===== src/rtl/lec_pkg.sv =====
package lec_pkg;
    // word addresses
    localparam int ADR_STATUS    = 0;
    localparam int ADR_CLEAR     = 1;
    localparam int ADR_MASK      = 2;
    localparam int ADR_RELOAD    = 3;
    localparam int ADR_LINE_BASE = 4;
    // field positions
    localparam int LINE_LSB = 16;
    localparam int DB_LSB   = 0;
    localparam int SB_LSB   = 16;
endpackage


===== src/rtl/line_match.sv =====
module line_match #(
    parameter int COORD_W = 13
) (
    input  logic               clk,
    input  logic               rst_n,
    input  logic [COORD_W-1:0] pos_x,
    input  logic [COORD_W-1:0] pos_y,
    input  logic [COORD_W-1:0] line,
    output logic               fire
);
    logic hit_d, hit_q;

    always_comb begin
        hit_d = (pos_x == '0) && (pos_y == line);
        fire  = hit_d && !hit_q;
    end

    always_ff @(posedge clk or negedge rst_n) begin
        if (!rst_n) hit_q <= 1'b0;
        else        hit_q <= hit_d;
    end
endmodule


===== src/rtl/evt_status.sv =====
module evt_status #(
    parameter int N_LINES = 4
) (
    input  logic               clk,
    input  logic               rst_n,
    input  logic [N_LINES-1:0] evt,
    input  logic               clr_we,
    input  logic [N_LINES-1:0] clr_bits,
    input  logic               mask_we,
    input  logic [N_LINES-1:0] mask_wr,
    output logic [N_LINES-1:0] status_q,
    output logic [N_LINES-1:0] mask_q,
    output logic               irq_q
);
    typedef struct packed {
        logic [N_LINES-1:0] status;
        logic [N_LINES-1:0] mask;
        logic               irq;
    } ev_t;

    ev_t ev_d, ev_q;

    always_comb begin
        ev_d = ev_q;
        // clear first, then set: an event in the same cycle wins
        if (clr_we) ev_d.status = ev_d.status & ~clr_bits;
        ev_d.status = ev_d.status | evt;
        if (mask_we) ev_d.mask = mask_wr;
        ev_d.irq = |(ev_q.status & ev_q.mask);
    end

    always_ff @(posedge clk or negedge rst_n) begin
        if (!rst_n) ev_q <= '0;
        else        ev_q <= ev_d;
    end

    assign status_q = ev_q.status;
    assign mask_q   = ev_q.mask;
    assign irq_q    = ev_q.irq;
endmodule


===== src/rtl/line_event_ctrl.sv =====
module line_event_ctrl #(
    parameter int N_LINES = 4,
    parameter int COORD_W = 13,
    parameter int ADDR_W  = 3,
    parameter int DATA_W  = 32
) (
    input  logic               clk,
    input  logic               rst_n,
    input  logic [COORD_W-1:0] pos_x,
    input  logic [COORD_W-1:0] pos_y,
    input  logic               frame_run,
    input  logic               wr_en,
    input  logic               rd_en,
    input  logic [ADDR_W-1:0]  addr,
    input  logic [DATA_W-1:0]  wdata,
    output logic [DATA_W-1:0]  rdata,
    output logic               irq,
    output logic               reload_sb,
    output logic               reload_db
);
    import lec_pkg::*;

    typedef struct packed {
        logic [N_LINES-1:0][COORD_W-1:0] line;
        logic [COORD_W-1:0]              db_line;
        logic [COORD_W-1:0]              sb_line;
        logic                            pulse_db;
        logic                            pulse_sb;
        logic [DATA_W-1:0]               rdata;
    } st_t;

    st_t st_d, st_q;

    logic [N_LINES-1:0] line_evt;
    logic [N_LINES-1:0] status_q;
    logic [N_LINES-1:0] mask_q;
    logic               fire_db, fire_sb;
    logic               clr_we, mask_we;

    for (genvar i = 0; i < N_LINES; i++) begin : g_line
        line_match #(.COORD_W(COORD_W)) u_match (
            .clk   (clk),
            .rst_n (rst_n),
            .pos_x (pos_x),
            .pos_y (pos_y),
            .line  (st_q.line[i]),
            .fire  (line_evt[i])
        );
    end

    line_match #(.COORD_W(COORD_W)) u_db_match (
        .clk(clk), .rst_n(rst_n), .pos_x(pos_x), .pos_y(pos_y),
        .line(st_q.db_line), .fire(fire_db)
    );

    line_match #(.COORD_W(COORD_W)) u_sb_match (
        .clk(clk), .rst_n(rst_n), .pos_x(pos_x), .pos_y(pos_y),
        .line(st_q.sb_line), .fire(fire_sb)
    );

    assign clr_we  = wr_en && (addr == ADDR_W'(ADR_CLEAR));
    assign mask_we = wr_en && (addr == ADDR_W'(ADR_MASK));

    evt_status #(.N_LINES(N_LINES)) u_status (
        .clk      (clk),
        .rst_n    (rst_n),
        .evt      (line_evt),
        .clr_we   (clr_we),
        .clr_bits (wdata[N_LINES-1:0]),
        .mask_we  (mask_we),
        .mask_wr  (wdata[N_LINES-1:0]),
        .status_q (status_q),
        .mask_q   (mask_q),
        .irq_q    (irq)
    );

    always_comb begin
        st_d = st_q;
        st_d.pulse_db = fire_db && frame_run;
        st_d.pulse_sb = fire_sb && frame_run;

        if (wr_en) begin
            if (addr == ADDR_W'(ADR_RELOAD)) begin
                st_d.db_line = wdata[DB_LSB +: COORD_W];
                st_d.sb_line = wdata[SB_LSB +: COORD_W];
            end
            for (int i = 0; i < N_LINES; i++) begin
                if (addr == ADDR_W'(ADR_LINE_BASE + i))
                    st_d.line[i] = wdata[LINE_LSB +: COORD_W];
            end
        end

        if (rd_en) begin
            st_d.rdata = '0;
            if (addr == ADDR_W'(ADR_STATUS))
                st_d.rdata[N_LINES-1:0] = status_q;
            if (addr == ADDR_W'(ADR_MASK))
                st_d.rdata[N_LINES-1:0] = mask_q;
            if (addr == ADDR_W'(ADR_RELOAD)) begin
                st_d.rdata[DB_LSB +: COORD_W] = st_q.db_line;
                st_d.rdata[SB_LSB +: COORD_W] = st_q.sb_line;
            end
            for (int i = 0; i < N_LINES; i++) begin
                if (addr == ADDR_W'(ADR_LINE_BASE + i))
                    st_d.rdata[LINE_LSB +: COORD_W] = st_q.line[i];
            end
        end
    end

    always_ff @(posedge clk or negedge rst_n) begin
        if (!rst_n) st_q <= '0;
        else        st_q <= st_d;
    end

    assign rdata     = st_q.rdata;
    assign reload_db = st_q.pulse_db;
    assign reload_sb = st_q.pulse_sb;
endmodule


===== config.mk =====
export PLATFORM = sky130hd
export DESIGN_NAME = line_event_ctrl
export DESIGN_NICKNAME = d
export VERILOG_FILES = /design/src/rtl/lec_pkg.sv /design/src/rtl/line_match.sv /design/src/rtl/evt_status.sv /design/src/rtl/line_event_ctrl.sv
export SDC_FILE = /design/constraint.sdc
export NUM_CORES = 1
export LEC_CHECK = 0
export BUFFER_PORTS_ARGS = -buffer_cell sky130_fd_sc_hd__buf_2
export CORE_MARGIN = 4
export CORE_UTILIZATION = 30
export DETAILED_ROUTE_END_ITERATION = 10
export GPL_TIMING_DRIVEN = 1
export PLACE_DENSITY_LB_ADDON = 0.08
export SLEW_MARGIN = 20
export SYNTH_ARGS = -nofsm -noshare
export SYNTH_HDL_FRONTEND = slang
export SYNTH_SLANG_ARGS = --single-unit

===== constraint.sdc =====
create_clock -name clk -period 1.4 [get_ports clk]
set_clock_uncertainty 0.15 [all_clocks]
set_input_delay 0.14 -clock clk [delete_from_list [all_inputs] [get_ports clk]]
set_output_delay 0.14 -clock clk [all_outputs]
set_load 0.1 [all_outputs]

==> results of run 1 <==
-- report_power, final --
group	total, mW	leakage [nW]	switching [mW]	internal [mW]
combinational	3.84	2.31	1.94	1.90
clock	4.72	0.304	1.73	2.99
sequential	4.68	1.51	0.566	4.11
total	13.2	4.13	4.24	8.99
-- cells in the final DEF, fill, tap and decap left out, types with 27 or more instances in the layout --
| cell type | instances |
|---|---|
| nand2_1 | 46 |
| dfrtp_1 | 120 |
| buf_4 | 116 |
| o21ai_0 | 32 |
| mux2_2 | 71 |
| dlygate4sd3_1 | 29 |
| xnor2_1 | 27 |
| inv_1 | 27 |
| xor2_1 | 46 |
| buf_2 | 58 |
-- sequential cells by signal, summed over array words and instances (netlist names) --
name / flops
u_db_match.hit_q: 1
u_status.status_q: 4
st_q: 78
u_status.mask_q: 4
u_sb_match.hit_q: 1
reload_sb: 1
g_line.u_match.hit_q: 4
rdata: 26
u_status.irq_q: 1
reload_db: 1
-- final timing paths --
check	from	to	cells after the start
max in group asynchronous	rst_n	st_q[47]	3
hold / removal	pos_x[2]	reload_sb	5
min in group asynchronous	rst_n	st_q[48]	3
hold reg to reg	u_db_match.hit_q	reload_db	1
setup reg to reg	st_q[41]	reload_sb	5
setup / recovery	st_q[41]	reload_sb	5
-- stage by stage --
stage,TNS (ns),hold slack (ns),instances
after floorplan,-3.76,-0.306,575
after global placement,-7.53,-0.189,975
after detailed placement,-7.80,-0.188,975
after CTS,-2.21,-0.00989,1036
after global routing,-3.01,0.0193,1039
final,-1.95,0.0156,1039
-- cell type report --
class | instances | area, um^2 | share of cell area, %
clock buffers | 17 | 425 | 4.68
repair buffers | 233 | 1990 | 21.9
inverters | 27 | 101 | 1.12
clock inverters | 14 | 199 | 2.19
well taps | 270 | 338 | 3.72
flip-flops and latches | 121 | 3030 | 33.3
multi-input cells | 357 | 3010 | 33.1
-- metal layers --
layer | vias to the layer above | GRT usage [%] | routed length (um)
met5 | - | 0 | 0
met4 | 0 | 5.74 | 480
met3 | 26 | 3.72 | 912
met2 | 124 | 28.3 | 9570
met1 | 2399 | 23.5 | 9030
li1 | 2306 | - | -
-- kinds of logic after synthesis --
kind of cell / after synthesis
flops: 121
simple gates: 99
buf+inv: 97
compound gates: 88
mux: 86
xor+xnor: 78
other cells: 1
-- what timing repair did --
item                       in CTS  in global routing
buffers inserted                2                  4
hold buffers                   29                  0
pin swaps                      18                 26
hold endpoints to repair      209                  0
setup endpoints to repair      28                 26
resized for setup              32                 26
-- worst max-delay path: cells and delay by family (launching register included) --
family	cells	cell delay [ns]
AND/OR/NAND/NOR	3	0.72
flip-flops	1	0.39
XOR/XNOR	1	0.18
buffers and inverters	1	0.17
==> run metrics, run 1 <==
CP Capture Type flip-flop; Mapped Cells between 500 and 600; sequential element share of the synthesized area roughly half; dpl cell area between 7000 and 8000 um^2; Main synth FF type dfrtp_1; endpoints failing hold 0; Num CTS Buffers 17; crit path DAT roughly 1.9 ns; clock slew seen by the registers of the worst setup and hold paths approximately 0.060 ns; die area roughly 23,000 um^2; status complete, but fails checks; adder-cell area share of the yosys netlist 0%; Detailed Route Iter0 Violations approximately 260; final core occ between 40 and 50%; Synth async-reset ratio 100%; count of cell types in the netlist 34; share of layout cells above drive strength 1 between 40% and 50%; root buffer cell clkbuf_16; Leakage 4.13 nW; PnR worst setup slack -0.313 ns; # DRC 0; DRT antenna net count 0; Post-layout nets 823; share of the synthesized area in the top cell type about 48%; Die Wd around 150 um; Tcrit/Tclk final 122%; fmax around 600 MHz; violated checks setup timing; crit start category flip-flop; via count 4,855; CP max FO 2; xor/xnor cell area share of the yosys netlist approximately 11%; diode count 0; syn_area_per_cell between 10 and 15 um^2; DPL Wire Length around 15,000 um; Post-synth EDFFs 0; clk buf depth 2; Synth area leaders dfrtp_1, mux2_2, xor2_1, buf_4, xnor2_1; WL/cell between 15 and 20 um; Crit Path Class flip-flop to flip-flop; WL final between 20,000 and 25,000 um; total design power roughly 13 mW; largest family of logic cells by synthesized area multiplexers; Total Routing Usage GR 17.5%; final-report setup violation count 12; clk_lat worst skew about 0.42 ns; GP Congestion 0.845; number of synthesis warnings 0; Area growth syn-to-layout 45.4%; max-cap viol count 0; top cell type by total area after synthesis dfrtp_1; CP required 1.56 ns; Synth Area in Simple Gates 8.10%; worst path cell trace xor2_1 -> nor4_2 -> buf_4 -> nand4_1 -> nor4_1; Compound-Gate Fraction of Synth Area just over 9%; min-delay worst type input pin to flip-flop; vias in the first global route ~5,300; mux cell area share after synthesis 15.4%; post-synthesis cell area ~6300 um^2; maximum VDD drop ~0.74 mV; TritonCTS Sinks 121; H-Tree Depth 4; Port Buf Inserts 88; initial antenna violation count 0; Pre-antenna DRT Iters 4; post-place setup slack -0.401 ns; Power Density 1460 nW/um^2; first-pass GRT wire length about 31,000 um; final instance area approximately 9100 um^2; top cells by count, synth dfrtp_1, mux2_2, xor2_1; register-to-register setup slack -0.31 ns; io pins between 100 and 150; fin. max-slew vios 0; synthesized flop and latch total approximately 120; max incr delay on CP slightly below 0.4 ns; DR vias/cell between 4 and 5; CTS tree yes; most common cell in the netlist dfrtp_1; largest net degree at the start of global routing slightly above 80; RSZ-0062 raised after global routing yes; minimum clock period between 1.5 and 2 ns; std cell rows 52; core area between 20,000 and 25,000 um^2; initial core utilization between 30% and 40%; global route overflow 0; Die Y between 150 and 200 um; Slowest-stage cell, CP dfrtp_1; number of fill cells in the layout about 1,900
No activity file was read; power rests on OpenSTA's default activity.
==> inputs of run 2 (changes only) <==
- HOLD_SLACK_MARGIN: unset -> 0.1
- SYNTH_HIERARCHICAL: unset -> 1
==> run 2 against run 1 <==
  * The flow still finishes with violations (setup timing)
  * Die area increased by 4.5%
  * Register-to-register slack better by 0.15 ns
  * Clock power down 11%
  * Flip-flop and latch count did not move
  * Non-clock buffer count fell by 2
  * Cell area is 3.6% higher
  * Total power fell by 2.2%
  * Critical path type unchanged
==> run metrics, run 2 <==
status complete, but fails checks; violated checks setup timing; core area 21,200 um^2 (+4.2%); max incr delay on CP 0.41 ns (+0.02 ns); Tcrit/Tclk final 112% (-11 points); Leakage 4.14 nW (+0.31%); CTS Hold Bufs 30 (+3.4%); via count 4,989 (+2.8%); global route overflow 0 (unchanged); register-to-register setup slack -0.16 ns (+0.15 ns); vias in the first global route 5,346 (+1.2%); Synth area leaders dfrtp_1, mux2_2, xnor2_1, buf_4, xor2_1; TritonCTS Sinks 121 (unchanged); DR vias/cell 4.72 (+0.91%); syn_area_per_cell 11.5 um^2 (+4.4%); Die Wd 156 um (+2.2%); worst path cell trace xnor2_2 -> nand4_1 -> or3_4 -> nor3_2 -> and2_1; Detailed Route Iter0 Violations 224 (-15%); most common cell in the netlist dfrtp_1; FF-to-FF Start st_q[44]; Setup crit start st_q[44]; # DRC 0 (unchanged); WL/cell 18.6 um (-3.4%); fin. max-slew vios 0 (unchanged); CP required 1.61 ns (+0.05 ns); Port Buf Inserts 88 (unchanged); endpoints failing hold 0 (unchanged); WL final 19,700 um (-1.6%); Area growth syn-to-layout 43.7%; RSZ-0062 raised after global routing yes; top cell type by total area after synthesis dfrtp_1; synthesized flop and latch total 121 (unchanged); root buffer cell clkbuf_16; R2R Path End reload_sb; min-delay worst type input pin to async pin; Mapped Cells 572 (+0.35%); initial antenna violation count 0 (unchanged); total negative slack -0.868 ns (+1.08 ns); Power Density 1370 nW/um^2 (-5.6%); Main synth FF type dfrtp_1; minimum clock period 1.56 ns (-0.150 ns); max-cap viol count 0 (unchanged); CP Capture Type flip-flop; share of layout cells above drive strength 1 48.5% (+1.8 points); PnR worst setup slack -0.163 ns (+0.150 ns); sequential element share of the synthesized area 46.2% (-2.2 points); most frequent cells in the layout dfrtp_1, buf_4, mux2_2; DPL Wire Length 14,600 um (-1.2%); largest register by flop count st_q; crit path DAT 1.77 ns (-0.11 ns); number of fill cells in the layout 2,023 (+4.9%); share of the synthesized area in the top cell type 46.2% (-2.2 points); crit start category flip-flop; H-Tree Depth 4 (unchanged); Num CTS Buffers 17 (unchanged); Slowest-stage cell, CP dfrtp_1; die area 24,300 um^2 (+4.5%); final instance area 9410 um^2 (+3.6%); clk_lat worst skew 0.42 ns (about the same); Crit path max-delay family simple AND/OR/NAND/NOR gates; Die Y 156 um (+2.2%); clock slew seen by the registers of the worst setup and hold paths 0.06 ns (about the same); first-pass GRT wire length 30,900 um (-1.7%); Synth async-reset ratio 100% (unchanged); Post-synth EDFFs 0 (unchanged); dpl cells 991 (+1.6%); CP max FO 2 (unchanged); dpl cell area 8290 um^2 (+5.1%); final core occ 44.4% (-0.28 points); Reg2Reg Depth 5 (unchanged); largest net degree at the start of global routing 42 (-49%); fmax 640 MHz (+9.6%); Pre-antenna DRT Iters 4 (unchanged); top cells by count, synth dfrtp_1, mux2_2, xnor2_1; total design power 12.9 mW (-2.2%); Finished Layout Cells 1,058 (+1.8%); final-report setup violation count 9 (-3); post-synthesis cell area 6550 um^2 (+4.8%); DRT antenna net count 0 (unchanged); clk buf depth 2 (unchanged); std cell rows 53 (+1.9%); number of synthesis warnings 6 (+6); count of cell types in the netlist 36 (+5.9%); maximum VDD drop 0.559 mV (-24%); diode count 0 (unchanged); Post-layout nets 836 (+1.6%); worst path bufs/invs 0 (-1); Total Routing Usage GR 16.8% (-0.73 points); CTS tree yes; Crit Path Class flip-flop to flip-flop; commonest non-fill, non-tap cell in the layout dfrtp_1; initial core utilization 30.9% (+0.17 points); GP Congestion 0.788 (-6.7%); io pins 101 (unchanged); max reg flops 78 (unchanged)
run 2: cell count changes in the layout (fill, tap and decap cells not counted), moves of 14 or more:
cell / before / now
xnor2_1: 27 / 47
xor2_1: 46 / 18
nor2_1: 7 / 23
nand2_1: 46 / 16
nand3_1: 4 / 18
run 2: power breakdown:
group	internal [mW]	switching, mW	leakage (nW)
combinational	2.13	1.92	2.37
sequential	4.11	0.570	1.51
clock	2.49	1.72	0.261
total	8.73	4.21	4.14
run 2: cell families after synthesis:
group | Yosys count | synth area share, %
xor gates and xnor gates | 78 | 10.4
muxes | 99 | 17.3
buffers and inverters | 83 | 7.30
AOI/OAI and AO/OA | 62 | 6.68
other | 1 | 0.0572
and+or+nand+nor | 128 | 12.0
DFF | 121 | 46.2
run 2: routing by layer:
layer | track usage [%] | part of all wire (%) | vias to the layer above
met1 | 22.4 | 46 | 2462
met3 | 3.88 | 3.9 | 21
met2 | 27.4 | 48 | 101
met5 | 0 | 0 | -
li1 | - | - | 2405
met4 | 4.67 | 1.5 | 0
run 2: final cells by class:
| class | instances | area (um^2) | area share [%] |
|---|---|---|---|
| repair buffers | 231 | 2120 | 22.5 |
| clock inverters | 14 | 125 | 1.33 |
| multi-input cells | 373 | 3260 | 34.6 |
| clock buffers | 18 | 439 | 4.67 |
| flip-flops and latches | 121 | 3030 | 32.2 |
| well taps | 275 | 344 | 3.66 |
| inverters | 26 | 97.6 | 1.04 |
run 2: how the worst max path moves through the flow:
stage | to | cells after the start
3_3_place_gp | reload_sb | 6
5_1_grt | u_status/status_q[0] | 5
4_1_cts | u_status/status_q[0] | 5
3_5_place_dp | u_status/status_q[3] | 6
6_report | reload_sb | 5
2_1_floorplan | u_status/mask_q[0] | 5
run 2: timing repair:
action | 4_1_cts | 5_1_grt
setup buffers | 4 | 3
endpoints found under the setup margin | 22 | 16
endpoints found under the hold margin | 227 | 21
cloned | 0 | 0
pin swaps | 34 | 12
resized for setup | 29 | 16
run 2: worst register-to-register path, stage by stage, from the launching register on:
cell and delay (ns):
dfrtp_1 0.41, xnor2_2 0.20, nand4_1 0.14, or3_4 0.36, nor3_2 0.11, and2_1 0.13
run 2: metrics by stage:
| stage | hold slack [ns] | setup slack [ns] |
|---|---|---|
| after floorplan | -0.306 | -0.116 |
| after global placement | -0.0752 | -0.356 |
| after detailed placement | -0.0667 | -0.379 |
| after CTS | 0.0257 | -0.171 |
| after global routing | 0.0392 | -0.278 |
| final | 0.0302 | -0.163 |
